<file path="src/rtl/mux_chain_pkg.sv">
package mux_chain_pkg;
  // transform code: {force, value_or_invert}
  typedef logic [1:0] xform_t;

  localparam xform_t XF_PASS = 2'b00;
  localparam xform_t XF_INV  = 2'b01;
  localparam xform_t XF_ZERO = 2'b10;
  localparam xform_t XF_ONE  = 2'b11;

  // earlier applied first (nearer the seed), later applied after it
  function automatic xform_t xf_compose(xform_t earlier, xform_t later);
    xform_t r;
    if (later[1]) r = later;
    else          r = {earlier[1], earlier[0] ^ later[0]};
    return r;
  endfunction

  function automatic logic xf_apply(xform_t t, logic s);
    return t[1] ? t[0] : (s ^ t[0]);
  endfunction
endpackage

</file>
<file path="src/rtl/mux_stage_encoder.sv">
module mux_stage_encoder
  import mux_chain_pkg::*;
(
  input  logic   lo_i,
  input  logic   hi_i,
  output xform_t code_o
);
  // equal data forces the value; otherwise lo decides pass or invert
  assign code_o = {~(lo_i ^ hi_i), lo_i};
endmodule

</file>
<file path="src/rtl/prefix_combine_cell.sv">
module prefix_combine_cell
  import mux_chain_pkg::*;
(
  input  xform_t near_i,
  input  xform_t far_i,
  output xform_t comb_o
);
  assign comb_o = xf_compose(near_i, far_i);
endmodule

</file>
<file path="src/rtl/kogge_stone_scan.sv">
module kogge_stone_scan
  import mux_chain_pkg::*;
#(
  parameter int N = 16
) (
  input  logic [N-1:0][1:0] leaf_i,
  output logic [N-1:0][1:0] pref_o
);
  localparam int LVLS = (N > 1) ? $clog2(N) : 1;

  logic [LVLS:0][N-1:0][1:0] lvl;

  assign lvl[0] = leaf_i;

  for (genvar l = 0; l < LVLS; l++) begin : g_lvl
    localparam int DIST = 1 << l;
    for (genvar i = 0; i < N; i++) begin : g_col
      if (i >= DIST) begin : g_cell
        prefix_combine_cell u_cell (
          .near_i (lvl[l][i-DIST]),
          .far_i  (lvl[l][i]),
          .comb_o (lvl[l+1][i])
        );
      end else begin : g_wire
        assign lvl[l+1][i] = lvl[l][i];
      end
    end
  end

  assign pref_o = lvl[LVLS];
endmodule

</file>
<file path="src/rtl/mux_chain_prefix.sv">
module mux_chain_prefix
  import mux_chain_pkg::*;
#(
  parameter int N       = 16,
  parameter bit REG_OUT = 1'b1
) (
  input  logic         clk,
  input  logic         rst,
  input  logic         seed_i,
  input  logic [N-1:0] a_i,
  input  logic [N-1:0] b_i,
  output logic [N-1:0] taps_o
);
  localparam int LVLS = (N > 1) ? $clog2(N) : 1;

  initial assert ((1 << LVLS) == N || N == 1)
    else $error("N must be a power of two");

  logic [N-1:0][1:0] leaf;
  logic [N-1:0][1:0] pref;
  logic [N-1:0]      taps_now;

  for (genvar k = 0; k < N; k++) begin : g_enc
    mux_stage_encoder u_enc (
      .lo_i   (a_i[k]),
      .hi_i   (b_i[k]),
      .code_o (leaf[k])
    );
    assign taps_now[k] = xf_apply(pref[k], seed_i);
  end

  kogge_stone_scan #(.N(N)) u_scan (
    .leaf_i (leaf),
    .pref_o (pref)
  );

  if (REG_OUT) begin : g_reg
    logic [N-1:0] taps_q;
    always_ff @(posedge clk) begin
      if (rst) taps_q <= '0;
      else     taps_q <= taps_now;
    end
    assign taps_o = taps_q;

    assert_reg_delay_R7: assert property (@(posedge clk) disable iff (rst)
      1'b1 |=> taps_o == $past(taps_now));
    assert_reset_clear_R8: assert property (@(posedge clk)
      rst |=> taps_o == '0);
  end else begin : g_comb
    assign taps_o = taps_now;
  end

  // tree result must agree with a stage-by-stage view of the chain
  assert_first_stage_R1: assert property (@(posedge clk) disable iff (rst)
    taps_now[0] == (seed_i ? b_i[0] : a_i[0]));

  for (genvar k = 1; k < N; k++) begin : g_chk
    assert_link_R1: assert property (@(posedge clk) disable iff (rst)
      taps_now[k] == (taps_now[k-1] ? b_i[k] : a_i[k]));
  end

  for (genvar k = 0; k < N; k++) begin : g_force_chk
    assert_stop_R2: assert property (@(posedge clk) disable iff (rst)
      (!a_i[k] && !b_i[k]) |-> !taps_now[k]);
    assert_gen_R3: assert property (@(posedge clk) disable iff (rst)
      (a_i[k] && b_i[k]) |-> taps_now[k]);
  end
endmodule

</file>
<file path="config.mk">
export PLATFORM = sky130hd
export DESIGN_NAME = mux_chain_prefix
export DESIGN_NICKNAME = d
export VERILOG_FILES = /design/src/rtl/mux_chain_pkg.sv /design/src/rtl/mux_stage_encoder.sv /design/src/rtl/prefix_combine_cell.sv /design/src/rtl/kogge_stone_scan.sv /design/src/rtl/mux_chain_prefix.sv
export SDC_FILE = /design/constraint.sdc
export NUM_CORES = 1
export LEC_CHECK = 0
export BUFFER_PORTS_ARGS = -buffer_cell sky130_fd_sc_hd__buf_4
export CAP_MARGIN = 20
export CORE_MARGIN = 5
export CORE_UTILIZATION = 46
export CTS_BUF_LIST = sky130_fd_sc_hd__clkbuf_16
export CTS_CLUSTER_DIAMETER = 30
export DETAILED_ROUTE_END_ITERATION = 10
export PLACE_DENSITY = 0.81
export SYNTH_ARGS = -nofsm -noshare
export SYNTH_HDL_FRONTEND = slang
export SYNTH_SLANG_ARGS = --single-unit
</file>
<file path="constraint.sdc">
create_clock -name clk -period 3.35 [get_ports clk]
set_input_delay 0.67 -clock clk [delete_from_list [all_inputs] [get_ports clk]]
set_output_delay 0.67 -clock clk [all_outputs]
set_load 0.05 [all_outputs]
</file>
; Word level (Yosys, flattened, before mapping)
; Index checks and enable logic that the tools add are counted.
[classes]
n_bitwise = 97
shifts = 0
muxes = 65
reduce_logical = 0
div_mod_pow = 0
n_eq_ne = 0
multipliers = 0
addsub = 0
n_lt_le_gt_ge = 0
[ops]
columns = operator, count
row1 = $mux W2, 49
row2 = $xor A1 B1 Y1, 81
row3 = $mux W1, 16
row4 = $not A1 Y1, 16
[totals]
word_cells = 163
regBits = 16
rom_bits = 0
ramBits = 0
latch_bits = 0
n_memories = 0
in_bits = 35

; Logic depth before layout (Yosys ltp)
; Gate-level depths: netlist of the first run.
[logic_depth]
word_depth = 11
ltp_mapped = 10
depth_no_buf = 10

; By module
; Synthesis of the first run repeated with hierarchy kept, for this count alone.
[unflattened]
hier_cells = 265
area_unflattened_um2 = 2957.8
[modules_own_cells]
columns = module, area_per_inst_um2, seq_area_each_um2, cells_each, instances
row1 = prefix_combine_cell, 36.3, 0.0, 3, 49
row2 = mux_chain_prefix, 904.6, 320.3, 84, 1
row3 = mux_stage_encoder, 16.3, 0.0, 2, 16
row4 = kogge_stone_scan, 15.0, 0.0, 2, 1

; Worst setup path before layout of the first run
; No wires, ideal clock.
[synth_path]
kind = input port to flip-flop
from = in a_i[0]
to = reg g_reg.taps_q[15], in the netlist taps_o[15]
path_buffers = 0
path_slack_ns = 0.332
cell_stages = 10
setup_ns = 0.072
arrival_ns = 2.947
path_cell_list = mux2_4 -> mux2i_1 -> mux2_4 -> a21oi_1 -> nand3b_1 -> xnor3_2 -> mux2i_1 -> xnor2_1 -> mux2i_1 -> mux2i_1
[synth_via]
elab_chain_cells = 10
word_cells_on_any_way = 12
cone_classes = 5 x mux / 7 x bitwise
[synth_lines]
columns = item, line_no
row1 = start: declaration, mux_chain_prefix.sv:10  ; input logic [N-1:0] a_i,
row2 = $xor A1 B1 Y1, mux_chain_pkg.sv:14  ; else r = {earlier[1], earlier[0] ^ later[0]};
row3 = $mux W2 *, mux_chain_pkg.sv:13  ; if (later[1]) r = later;
row4 = $xor A1 B1 Y1, mux_chain_pkg.sv:14
row5 = $mux W2 *, mux_chain_pkg.sv:13
row6 = $xor A1 B1 Y1, mux_chain_pkg.sv:14
row7 = $mux W2 *, mux_chain_pkg.sv:13
row8 = $xor A1 B1 Y1, mux_chain_pkg.sv:14
row9 = $mux W2 *, mux_chain_pkg.sv:13
row10 = $xor A1 B1 Y1, mux_chain_pkg.sv:19  ; return t[1] ? t[0] : (s ^ t[0]);
row11 = $mux W1 *, mux_chain_pkg.sv:19
row12 = end signal: assignment, mux_chain_prefix.sv:41  ; else taps_q <= taps_now;
row13 = end: declaration, mux_chain_prefix.sv:38  ; logic [N-1:0] taps_q;
; Mark *: on every way between the ends. The rest lies on a longest branch, timed or not.
; A chain may end at the register's enable or synchronous reset.

; Final worst setup path of the first run
; Ends and elaborated chain as after synthesis.

==> results of run 1 <==
==> synth_stat cells, drive strengths merged <==
cell,instances
nor3b,1
inv,1
a41oi,2
a31oi,1
nor3,4
buf,1
a31o,1
xnor3,1
or2b,2
and3,1
xnor2,15
a21oi,3
nor2,19
nor4b,1
o2bb2ai,1
nor2b,3
nand2b,4
nand3b,1
nand2,11
or3b,1
clkbuf,1
xor2,6
nand3,6
dfxtp,16
o21ai,1
mux2i,19
and4,1
mux2,2
==> kinds of logic after synthesis <==
logic type	share of synthesized area
AND/OR/NAND/NOR	0.255
XOR/XNOR	0.188
multiplexers	0.199
flip-flops	0.289
AO/OA/AOI/OAI	0.0554
buffers and inverters	0.0136
==> worst max path at each step <==
stage                 from               endpoint  depth (start not counted)
global placement    a_i[0]  taps_o[15]$_SDFF_PP0_                         11
global route        a_i[0]  taps_o[13]$_SDFF_PP0_                         11
floorplan           a_i[0]  taps_o[15]$_SDFF_PP0_                         10
detailed placement  a_i[0]  taps_o[15]$_SDFF_PP0_                         11
CTS                 a_i[0]  taps_o[15]$_SDFF_PP0_                         11
finish              a_i[0]  taps_o[15]$_SDFF_PP0_                         11
==> power breakdown <==
group          switching, mW  total [mW]  internal (mW)
clock network         0.0654       0.221          0.156
registers            0.00499       0.215          0.210
logic                  0.152       0.266          0.114
total                  0.223       0.702          0.480
==> per-layer routing <==
layer  wire length [µm]  vias up  part of all wire
met1               1120      484              0.41
met5                  0        -                 0
met2               1420       33              0.52
li1                   -      542                 -
met3                167        2             0.061
met4                 17        0            0.0062
==> final cells by class <==
cell class,instances,share of cell area
multi-input combinational,107,0.481
timing repair buffer,53,0.248
sequential,16,0.200
clock buffer,3,0.0468
tap,28,0.0218
inverter,1,0.00234
==> through the flow <==
| step | instance area, µm² | utilization | std cells | power [mW] | hold WS, ns |
|---|---|---|---|---|---|
| finish | 1600 | 0.711 | 208 | 0.702 | 0.686 |
| global route | 1600 | 0.711 | 208 | 0.733 | 0.714 |
| CTS | 1600 | 0.711 | 208 | 0.707 | 0.691 |
| detailed placement | 1530 | 0.678 | 205 | 0.484 | 0.938 |
| global placement | 1530 | 0.678 | 205 | 0.479 | 0.936 |
| floorplan | 1110 | - | 126 | 0.388 | 0.808 |
==> out/qor.txt, run 1 <==
CRITICAL PATH
----------------------------------------------------------------------------------------
Worst EP arrival ..........................................................      3.25 ns
Maximum cell stage delay along the critical path ..........................      0.45 ns
Type of origin of the critical path .......................................   input port
Most repeated library cell on the critical path ...........................      mux2i_1
Critical Path RT ..........................................................      3.52 ns
Critical path endpoint category ...........................................     register
Maximum net fanout on the critical path ...................................            5
Buffer and inverter count on the worst path ...............................            1
Slowest cell on crit path .................................................      xnor3_2
Worst setup path category .................................................       in2reg
Cell-by-cell listing of the critical path ................................. buf_4 -> mux2_4 -> mux2i_1 -> mux2_4 -> a21oi_1 -> nand3b_1 -> xnor3_2 -> mux2i_1 -> xnor2_1 -> mux2i_1 -> mux2i_1
Cell type group with the largest total delay on the critical path ......... multiplexers

LOGIC SYNTHESIS
----------------------------------------------------------------------------------------
Synthesized instance count ................................................          126
Synthesized Nets ..........................................................          161
Fraction of synthesized cell area taken by the top area cell type .........        0.289
Share of the yosys chip area belonging to registers .......................        0.289
Synthesized area divided by synthesized cell count ........................     8.79 µm²
Register bit count reported by yosys ......................................           16
Top post-synthesis cells by area .......................................... dfxtp_1, mux2i_1, xnor2_1, nor2_1, xor2_1
Syn Std Cell Area .........................................................  0.00111 mm²
Yosys warns ...............................................................            0
Cell type with the highest aggregate area in the netlist ..................      dfxtp_1
Distinct cell type count of the synthesized netlist .......................           29

TIMING
----------------------------------------------------------------------------------------
Hold Vio Cnt, Final .......................................................            0
Highest achievable clock rate .............................................    0.324 GHz
Setup repair after global routing missed its margin .......................           no
Setup slack after layout ..................................................     0.263 ns
Final setup fails .........................................................            0
Relative slew slack .......................................................        0.670
Sum Neg Setup Slack .......................................................         0 ns
Final slew viol count .....................................................            0
Post-layout minimum cycle time ............................................      3.09 ns
Transition time at the pin with the least slew margin .....................     0.481 ns
Portion of the clock cycle consumed by the worst path in the final layout .        0.922

FINISH
----------------------------------------------------------------------------------------
Area growth, synth to finish ..............................................        44.9%
Most used cells in the layout excluding fill and tap cells ................ buf_4, mux2i_1, nor2_1
Register area .............................................................      320 µm²
Fill cell count ...........................................................          180
# nets final ..............................................................          217
Area taken by multi-input logic gates .....................................      772 µm²
Flip-flop count of the largest register after layout ......................           16
Fraction of layout instances using a drive strength above 1 ...............        0.350
Most frequent standard cell in the layout excluding fill and tap cells ....        buf_4
Count of inserted antenna diode cells .....................................            0

HOLD PATH
----------------------------------------------------------------------------------------
Worst hold path startpoint ................................................       b_i[0]
Min-Delay Path Class ......................................................       in2reg
Number of cells on the worst hold path ....................................            3
Worst hold endpoint ....................................................... taps_o[0]$_SDFF_PP0_

CTS
----------------------------------------------------------------------------------------
Resized cells post-CTS ....................................................            0
Number of buffers created by CTS ..........................................            3
Hold-fix buffers at CTS ...................................................            0
Clock slew at the register clock pins of the worst setup and hold paths ...      0.05 ns
Clock tree from TritonCTS .................................................          yes
Max Root-Sink Buffers .....................................................            2
Post-CTS Setup Bufs .......................................................            0
CTS sink count ............................................................           16
Clock Root Buffer .........................................................    clkbuf_16
H-tree depth ..............................................................            1

DRT
----------------------------------------------------------------------------------------
Drt via density ...........................................................         5.10
Sum of routed wire length over all layers .................................      2.73 mm
Via total after detailed routing ..........................................         1061
Number of search-and-repair iterations in the first detailed-routing pass .            4
Routed length per placed instance .........................................      13.1 µm
Detailed Route Iter0 Violations ...........................................           26
Antenna Nets Post-Route ...................................................            0
Drt drc ...................................................................            0

GRT
----------------------------------------------------------------------------------------
Grt total ovfl ............................................................            0
First-pass GRT wire length ................................................      4.40 mm
Via count of the first global-routing pass ................................         1062
Number of antenna violations at the first check in global routing .........            0
Gr usage total ............................................................        0.157
Global routing met1 resource utilization ..................................        0.189
Fraction of met3 tracks used by global routing ............................       0.0109
Pin count of the biggest net entering global routing ......................           18
Met2 routing resource usage after global routing ..........................        0.298
Routing layer with the top usage in global route ..........................         met2

PLACED DESIGN
----------------------------------------------------------------------------------------
Placement Setup Slack .....................................................   0.00927 ns
Placed wire-length estimate after detailed placement ......................      2.25 mm
Number of port buffers ....................................................           50
Final GP Congestion .......................................................        0.755

DIE
----------------------------------------------------------------------------------------
Die Span Y ................................................................      59.1 µm
# IOs .....................................................................           51
Number of rows created at floorplan .......................................           17
Die area ..................................................................  0.00349 mm²
Area of the core ..........................................................  0.00225 mm²
Starting density of the core ..............................................        0.491
Die X .....................................................................      59.1 µm

RUN
----------------------------------------------------------------------------------------
Max cap viols .............................................................            0

POWER AND IR DROP
----------------------------------------------------------------------------------------
Max IR drop VDD ...........................................................       351 µV
Power density normalized to cell area .....................................   438 mW/mm²
Leak ......................................................................     0.760 nW

OUTCOME
----------------------------------------------------------------------------------------
Result of the run ......................................................... complete, no violations

No activity file was read; power rests on OpenSTA's default activity.
==> run 2: changes to the inputs <==
Settings changed: CORE_MARGIN 5 to 2, CORE_UTILIZATION 46 to 42, PLACE_DENSITY 0.81 to 0.78.
Clock period 3.35 ns to 2.7 ns, I/O delays scaled along.
==> run 2 against run 1 <==
  * The run now ends with setup timing left
  * Via count is 15% higher
  * Highest routed layer unchanged
  * First-iteration DRC count is 7.7% higher
  * Non-clock buffer count is 25 higher
  * Final area is 19% higher
  * Die area is 12% lower
  * Critical path type unchanged
  * Worst hold slack worse by 0.12 ns
  * Sequential power is 24% higher
  * Clock power is 33% higher
  * Total power is 35% higher
==> out/qor.txt, run 2 (synthesis gave the netlist of run 1 again) <==
OUTCOME
----------------------------------------------------------------------------------------
Result of the run ......................................................... finished, violations left
Failing checks ............................................................ setup timing

CRITICAL PATH
----------------------------------------------------------------------------------------
Cell-by-cell listing of the critical path ................................. buf_8 -> mux2_4 -> mux2i_4 -> mux2_4 -> a21oi_2 -> nand3b_1 -> xnor3_2 -> mux2i_1 -> xnor2_1 -> mux2i_1 -> mux2i_1
Type of origin of the critical path .......................................   input port
Buffer and inverter count on the worst path ...............................            1   unchanged
Most repeated library cell on the critical path ...........................      mux2i_1
Worst EP arrival ..........................................................      3.04 ns   -0.21 ns
Maximum cell stage delay along the critical path ..........................      0.47 ns   +0.02 ns
Maximum net fanout on the critical path ...................................            3   -2
Slowest cell on crit path .................................................      xnor3_2
Cell type group with the largest total delay on the critical path ......... multiplexers
Count of cell instances traversed by the critical path ....................           11   unchanged
Worst setup path category .................................................       in2reg
Startpoint of the worst setup timing path .................................       a_i[0]
Critical Path RT ..........................................................      2.88 ns   -0.64 ns
Critical path destination ................................................. taps_o[15]$_SDFF_PP0_
Critical path endpoint category ...........................................     register

CTS
----------------------------------------------------------------------------------------
Hold-fix buffers at CTS ...................................................            0   unchanged
H-tree depth ..............................................................            1   unchanged
Clock slew at the register clock pins of the worst setup and hold paths ...      0.05 ns   about the same
Max Root-Sink Buffers .....................................................            2   unchanged
CTS sink count ............................................................           16   unchanged
Clock tree from TritonCTS .................................................          yes
Clock Root Buffer .........................................................    clkbuf_16
Number of buffers created by CTS ..........................................            3   unchanged

POWER AND IR DROP
----------------------------------------------------------------------------------------
Net switching power figure ................................................       311 µW   +40%
Design internal power .....................................................       634 µW   +32%
Part of the total power dissipated in combinational logic .................        0.408   +0.029
Max IR drop VDD ...........................................................       451 µV   +29%
Part of the power in the clock network ....................................        0.311   -0.004
Power after layout ........................................................       946 µW   +35%
Leak ......................................................................     0.895 nW   +18%
Fraction of power spent switching nets ....................................        0.329   +0.0123
Power density normalized to cell area .....................................   495 mW/mm²   +13%
Sequential share of power .................................................        0.281   -0.025

DRT
----------------------------------------------------------------------------------------
Routed length per placed instance .........................................      13.8 µm   +5.5%
Detailed Route Iter0 Violations ...........................................           28   +7.7%
Drt via density ...........................................................         5.16   +1.1%
Sum of routed wire length over all layers .................................      3.27 mm   +20%
Number of search-and-repair iterations in the first detailed-routing pass .            4   unchanged
Antenna Nets Post-Route ...................................................            0   unchanged
Via total after detailed routing ..........................................         1217   +15%
Drt drc ...................................................................            0   unchanged

GRT
----------------------------------------------------------------------------------------
Grt total ovfl ............................................................            0   unchanged
Pin count of the biggest net entering global routing ......................           18   unchanged
Gr usage total ............................................................        0.223   +0.0659
Via count of the first global-routing pass ................................         1251   +18%
First-pass GRT wire length ................................................      5.44 mm   +24%
Number of antenna violations at the first check in global routing .........            0   unchanged

FINISH
----------------------------------------------------------------------------------------
Final design instance area without fill ...................................  0.00191 mm²   +19%
Area growth, synth to finish ..............................................        72.5%
# nets final ..............................................................          242   +12%
Most frequent standard cell in the layout excluding fill and tap cells ....        buf_4
Fraction of layout instances using a drive strength above 1 ...............        0.481   +0.131
Most used cells in the layout excluding fill and tap cells ................ buf_4, nor2_1, mux2i_1
Count of inserted antenna diode cells .....................................            0   unchanged
Flip-flop count of the largest register after layout ......................           16   unchanged
Number of non-filler instances in the completed layout ....................          236   +13%

TIMING
----------------------------------------------------------------------------------------
Relative slew slack .......................................................        0.798   +0.129
Setup slack after layout ..................................................    -0.163 ns   -0.426 ns
Transition time at the pin with the least slew margin .....................     0.300 ns   -0.181 ns
Sum Neg Setup Slack .......................................................    -0.412 ns   -0.412 ns
Hold Vio Cnt, Final .......................................................            0   unchanged
Setup repair after global routing missed its margin .......................          yes
Highest achievable clock rate .............................................    0.349 GHz
Final setup fails .........................................................            4   +4
Final slew viol count .....................................................            0   unchanged
Post-layout minimum cycle time ............................................      2.86 ns
Portion of the clock cycle consumed by the worst path in the final layout .         1.06

PLACED DESIGN
----------------------------------------------------------------------------------------
Placed wire-length estimate after detailed placement ......................      2.34 mm   +3.9%
Placement Setup Slack .....................................................    -0.400 ns   -0.409 ns
Post-placement cell area ..................................................  0.00170 mm²   +11%
Cell count after placement ................................................          225   +9.8%
Number of port buffers ....................................................           50   unchanged
Final GP Congestion .......................................................        0.869   +15%

DIE
----------------------------------------------------------------------------------------
# IOs .....................................................................           51   unchanged
Die Span Y ................................................................      55.3 µm   -6.3%
Number of rows created at floorplan .......................................           18   +1
Starting density of the core ..............................................        0.447   -0.0442
Die X .....................................................................      55.3 µm   -6.3%
Area of the core ..........................................................  0.00248 mm²   +9.9%
Die area ..................................................................  0.00306 mm²   -12%

HOLD PATH
----------------------------------------------------------------------------------------
Min-Delay Path Class ......................................................       in2reg

RUN
----------------------------------------------------------------------------------------
Max cap viols .............................................................            0   unchanged

==> run 2: metrics by stage <==
step           utilization  hold WS, ns
2_1_floorplan            -        0.678
3_3_place_gp         0.686        0.805
3_5_place_dp         0.686        0.821
4_1_cts              0.772        0.564
5_1_grt              0.771        0.570
6_report             0.771        0.563
==> run 2: cell type report <==
class                      count  area (µm²)
clock buffer                   3        75.1
clock inverter                 1        3.75
fill                         175         567
inverter                       1        3.75
multi-input combinational    107         857
sequential                    16         320
tap                           30        37.5
timing repair buffer          78         613
==> run 2: power by group through the flow <==
| stage | clock [mW] | combinational (mW) | sequential, mW |
|---|---|---|---|
| 2_1_floorplan | 0 | 0.134 | 0.352 |
| 5_1_grt | 0.308 | 0.410 | 0.268 |
| 6_report | 0.294 | 0.386 | 0.266 |
| 3_5_place_dp | 0 | 0.359 | 0.271 |
| 4_1_cts | 0.296 | 0.379 | 0.266 |
| 3_3_place_gp | 0 | 0.350 | 0.270 |
==> run 2: layer usage <==
layer  vias up  global-route usage  part of all wire
met2        48               0.442              0.55
met5         -                   0                 0
li1        595                   -                 -
met4         0               0.118             0.028
met3        10              0.0351             0.045
met1       564               0.214              0.37
==> run 2: worst min-delay path by stage <==
stage               startpoint                     to  slack (ns)  cells past startpoint
global placement       b_i[15]  taps_o[15]$_SDFF_PP0_        0.80                      3
CTS                    b_i[15]  taps_o[15]$_SDFF_PP0_        0.56                      3
global route           b_i[15]  taps_o[15]$_SDFF_PP0_        0.57                      3
finish                 b_i[15]  taps_o[15]$_SDFF_PP0_        0.56                      3
detailed placement     b_i[13]  taps_o[13]$_SDFF_PP0_        0.82                      3
floorplan              a_i[10]  taps_o[10]$_SDFF_PP0_        0.68                      2
==> run 2: worst min-delay path, delay by kind of cell <==
kind          cells  cell delay (ns)
buf+inv           1             0.11
mux               1             0.06
simple gates      1             0.06
==> run 2: what timing repair did <==
| action | CTS | global route |
|---|---|---|
| setup buffers | 10 | 1 |
| pin swaps | 7 | 2 |
| gates cloned | 0 | 0 |
| gates resized for setup | 8 | 4 |
| endpoints found under the hold margin | 0 | 0 |
| setup endpoints to repair | 4 | 5 |
==> run 3: changes to the inputs <==
Settings changed: ABC_AREA set to 1, CORE_UTILIZATION 42 to 48, PLACE_DENSITY 0.78 to 0.79.
==> run 3 against run 2 <==
  * The run now ends clean
  * Clock power decreased by 3%
  * Combinational power grew 15%
  * Die area increased by 46%
  * Worst hold slack got worse by 0.073 ns
  * Final cell count rose by 92%
  * Synthesized cell count rose to 2.8 times the previous value
  * Critical endpoint is now taps_o[14]$_SDFF_PP0_
  * Largest power group unchanged
  * Highest routed layer unchanged
==> out/qor.txt, run 3 <==
DRT
----------------------------------------------------------------------------------------
Highest Signal Layer ......................................................         met4
Detailed Route Iter0 Violations ...........................................          124   +340%
WL met1 ...................................................................      2.22 mm   +82%
Sum of routed wire length over all layers .................................      4.51 mm   +38%
Via total after detailed routing ..........................................         2241   +84%
Met2 Routed Length ........................................................      1.98 mm   +9.4%
Routed length per placed instance .........................................      9.93 µm   -28%
Drt via density ...........................................................         4.94   -4.3%
DR WL met3 ................................................................       262 µm   +78%
Number of search-and-repair iterations in the first detailed-routing pass .            4   unchanged
Antenna Nets Post-Route ...................................................            0   unchanged
Drt drc ...................................................................            0   unchanged

LOGIC SYNTHESIS
----------------------------------------------------------------------------------------
Cell type with the highest aggregate area in the netlist ..................      nand2_1
Register bit count reported by yosys ......................................           16   unchanged
Fraction of synthesized cell area taken by the top area cell type .........        0.268   -0.0214
Most common flop cell mapped by yosys .....................................      dfxtp_1
Syn Std Cell Area .........................................................  0.00189 mm²   +71%
Synth cell count leaders .................................................. nand2_1, inv_1, nand3_1
Top post-synthesis cells by area .......................................... nand2_1, dfxtp_1, nand3_1, inv_1, xor2_1
Number of enable-type register cells in the synthesized netlist ...........            0   unchanged
Distinct cell type count of the synthesized netlist .......................           28   -3.4%
Synthesized instance count ................................................          356   +180%
Share of the yosys chip area belonging to registers .......................        0.169   -0.120
Fraction of synthesis flops using an asynchronous set or reset pin ........            0   unchanged
Yosys warns ...............................................................            0   unchanged
Synthesized area divided by synthesized cell count ........................     5.31 µm²   -40%
Dominant cell by count in the synthesized netlist .........................      nand2_1
Synthesized Nets ..........................................................          391   +140%

DIE
----------------------------------------------------------------------------------------
# IOs .....................................................................           51   unchanged
Number of rows created at floorplan .......................................           22   +4
Area of the core ..........................................................  0.00372 mm²   +50%
Die X .....................................................................      66.8 µm   +21%
Starting density of the core ..............................................        0.509   +0.0621
Die area ..................................................................  0.00446 mm²   +46%
Die Span Y ................................................................      66.8 µm   +21%

FINISH
----------------------------------------------------------------------------------------
Most used cells in the layout excluding fill and tap cells ................ nand2_1, buf_4, inv_1
Utilization after layout ..................................................        0.642   -0.129
Final design instance area without fill ...................................  0.00238 mm²   +25%
# nets final ..............................................................          443   +83%
Fraction of layout instances using a drive strength above 1 ...............        0.170   -0.311
Fill cell count ...........................................................          396   +130%
Area growth, synth to finish ..............................................        26.1%
Count of inserted antenna diode cells .....................................            0   unchanged
Flip-flop count of the largest register after layout ......................           16   unchanged
Most frequent standard cell in the layout excluding fill and tap cells ....      nand2_1

PLACED DESIGN
----------------------------------------------------------------------------------------
Placed wire-length estimate after detailed placement ......................      3.83 mm   +64%
Final GP Congestion .......................................................        0.875   +0.62%
Post-placement cell area ..................................................  0.00231 mm²   +36%
Number of port buffers ....................................................           50   unchanged

TIMING
----------------------------------------------------------------------------------------
Hold Vio Cnt, Final .......................................................            0   unchanged
Post-layout minimum cycle time ............................................      1.87 ns   -0.993 ns
Final slew viol count .....................................................            0   unchanged
Setup repair after global routing missed its margin .......................           no
Portion of the clock cycle consumed by the worst path in the final layout .        0.693   -0.368
Relative slew slack .......................................................        0.632   -0.167
Transition time at the pin with the least slew margin .....................     0.547 ns   +0.247 ns
Final setup fails .........................................................            0   -4
Sum Neg Setup Slack .......................................................         0 ns   +0.412 ns
Highest achievable clock rate .............................................    0.535 GHz   +53%

CRITICAL PATH
----------------------------------------------------------------------------------------
Critical path destination ................................................. taps_o[14]$_SDFF_PP0_
Type of origin of the critical path .......................................   input port
Startpoint of the worst setup timing path .................................       a_i[4]
Critical path endpoint category ...........................................     register
Worst EP arrival ..........................................................      2.01 ns   -1.03 ns
Maximum net fanout on the critical path ...................................            6   +3
Worst setup path category .................................................       in2reg
Critical Path RT ..........................................................      2.84 ns   -0.04 ns

POWER AND IR DROP
----------------------------------------------------------------------------------------
Fraction of power spent switching nets ....................................        0.394   +0.0646
Part of the power in the clock network ....................................        0.286   -0.025
Max IR drop VDD ...........................................................       172 µV   -62%
Part of the total power dissipated in combinational logic .................        0.447   +0.039
Leak ......................................................................      1.30 nW   +46%
Sequential share of power .................................................        0.267   -0.014
Net switching power figure ................................................       392 µW   +26%
Design internal power .....................................................       604 µW   -4.8%
Power density normalized to cell area .....................................   418 mW/mm²   -16%

GRT
----------------------------------------------------------------------------------------
Grt total ovfl ............................................................            0   unchanged
Gr usage total ............................................................        0.226   +0.00291
Pin count of the biggest net entering global routing ......................           14   -4
Number of antenna violations at the first check in global routing .........            0   unchanged
Via count of the first global-routing pass ................................         1919   +53%
First-pass GRT wire length ................................................      7.96 mm   +46%

CTS
----------------------------------------------------------------------------------------
Max Root-Sink Buffers .....................................................            2   unchanged
Post-CTS Setup Bufs .......................................................            0   -10
Clock slew at the register clock pins of the worst setup and hold paths ...      0.05 ns   about the same
H-tree depth ..............................................................            1   unchanged
Number of buffers created by CTS ..........................................            3   unchanged
Clock Root Buffer .........................................................    clkbuf_16
Resized cells post-CTS ....................................................            0   -8
Hold-fix buffers at CTS ...................................................            0   unchanged
CTS sink count ............................................................           16   unchanged
Clock tree from TritonCTS .................................................          yes

RUN
----------------------------------------------------------------------------------------
Max cap viols .............................................................            0   unchanged

OUTCOME
----------------------------------------------------------------------------------------
Result of the run ......................................................... complete, no violations

HOLD PATH
----------------------------------------------------------------------------------------
Min-Delay Path Class ......................................................       in2reg

-- run 3: cell count changes in the layout (fill, tap and decap cells not counted), sizes merged, moves of 19 or more --
cell,change
nand2,+128
nand3,+31
buf,-28
o21ai,+23
mux2i,-19
inv,+44
-- run 3: cells by family after synthesis --
logic type,count (synthesis),synth area share
simple gates,225,0.505
buf+inv,50,0.103
compound gates,43,0.120
xor+xnor,22,0.102
flops,16,0.169
-- run 3: area by class of cell --
class	count	area [µm²]	area share
Clock buffer	3	75.1	0.0315
Inverter	47	178	0.0745
Multi-Input combinational cell	290	1380	0.577
Sequential cell	16	320	0.134
Tap cell	48	60.1	0.0252
Timing Repair Buffer	50	375	0.157
-- run 3: metrics by stage --
| step | instances | total power [mW] | setup WS, ns | hold slack, ns |
|---|---|---|---|---|
| finish | 454 | 0.996 | 0.829 | 0.490 |
| global route | 454 | 1.07 | 0.641 | 0.490 |
| CTS | 454 | 1.00 | 0.846 | 0.489 |
| detailed placement | 451 | 0.714 | 0.599 | 0.747 |
| global placement | 451 | 0.707 | 0.614 | 0.748 |
| floorplan | 356 | 0.576 | 0.923 | 0.612 |
-- run 3: critical path, cell delays in order --
cell	delay, ns
buf_4	0.12
inv_1	0.05
o21ai_0	0.44
nand2_1	0.12
nand2_1	0.08
nand2_1	0.08
inv_1	0.06
nand2_1	0.05
nand2_2	0.13
nand3_1	0.11
a21oi_1	0.17
nor2_1	0.06
-- run 3: power by group through the flow --
stage / sequential (mW) / clock [mW] / combinational, mW
2_1_floorplan: 0.350 / 0 / 0.226
3_3_place_gp: 0.270 / 0 / 0.436
4_1_cts: 0.266 / 0.289 / 0.445
3_5_place_dp: 0.271 / 0 / 0.443
5_1_grt: 0.268 / 0.305 / 0.501
6_report: 0.266 / 0.285 / 0.445
-- run 3: how the worst min path moves through the flow --
stage	start	endpoint	slack, ns	cells past startpoint
global placement	rst	taps_o[0]$_SDFF_PP0_	0.75	2
detailed placement	rst	taps_o[0]$_SDFF_PP0_	0.75	2
global route	rst	taps_o[0]$_SDFF_PP0_	0.49	2
CTS	rst	taps_o[0]$_SDFF_PP0_	0.49	2
floorplan	rst	taps_o[0]$_SDFF_PP0_	0.61	1
finish	rst	taps_o[0]$_SDFF_PP0_	0.49	2
-- run 3: per-layer routing --
layer / track usage / up-vias
met4: 0.0714 / 0
met1: 0.316 / 957
li1: - / 1227
met2: 0.369 / 51
met3: 0.0135 / 6
met5: 0 / -
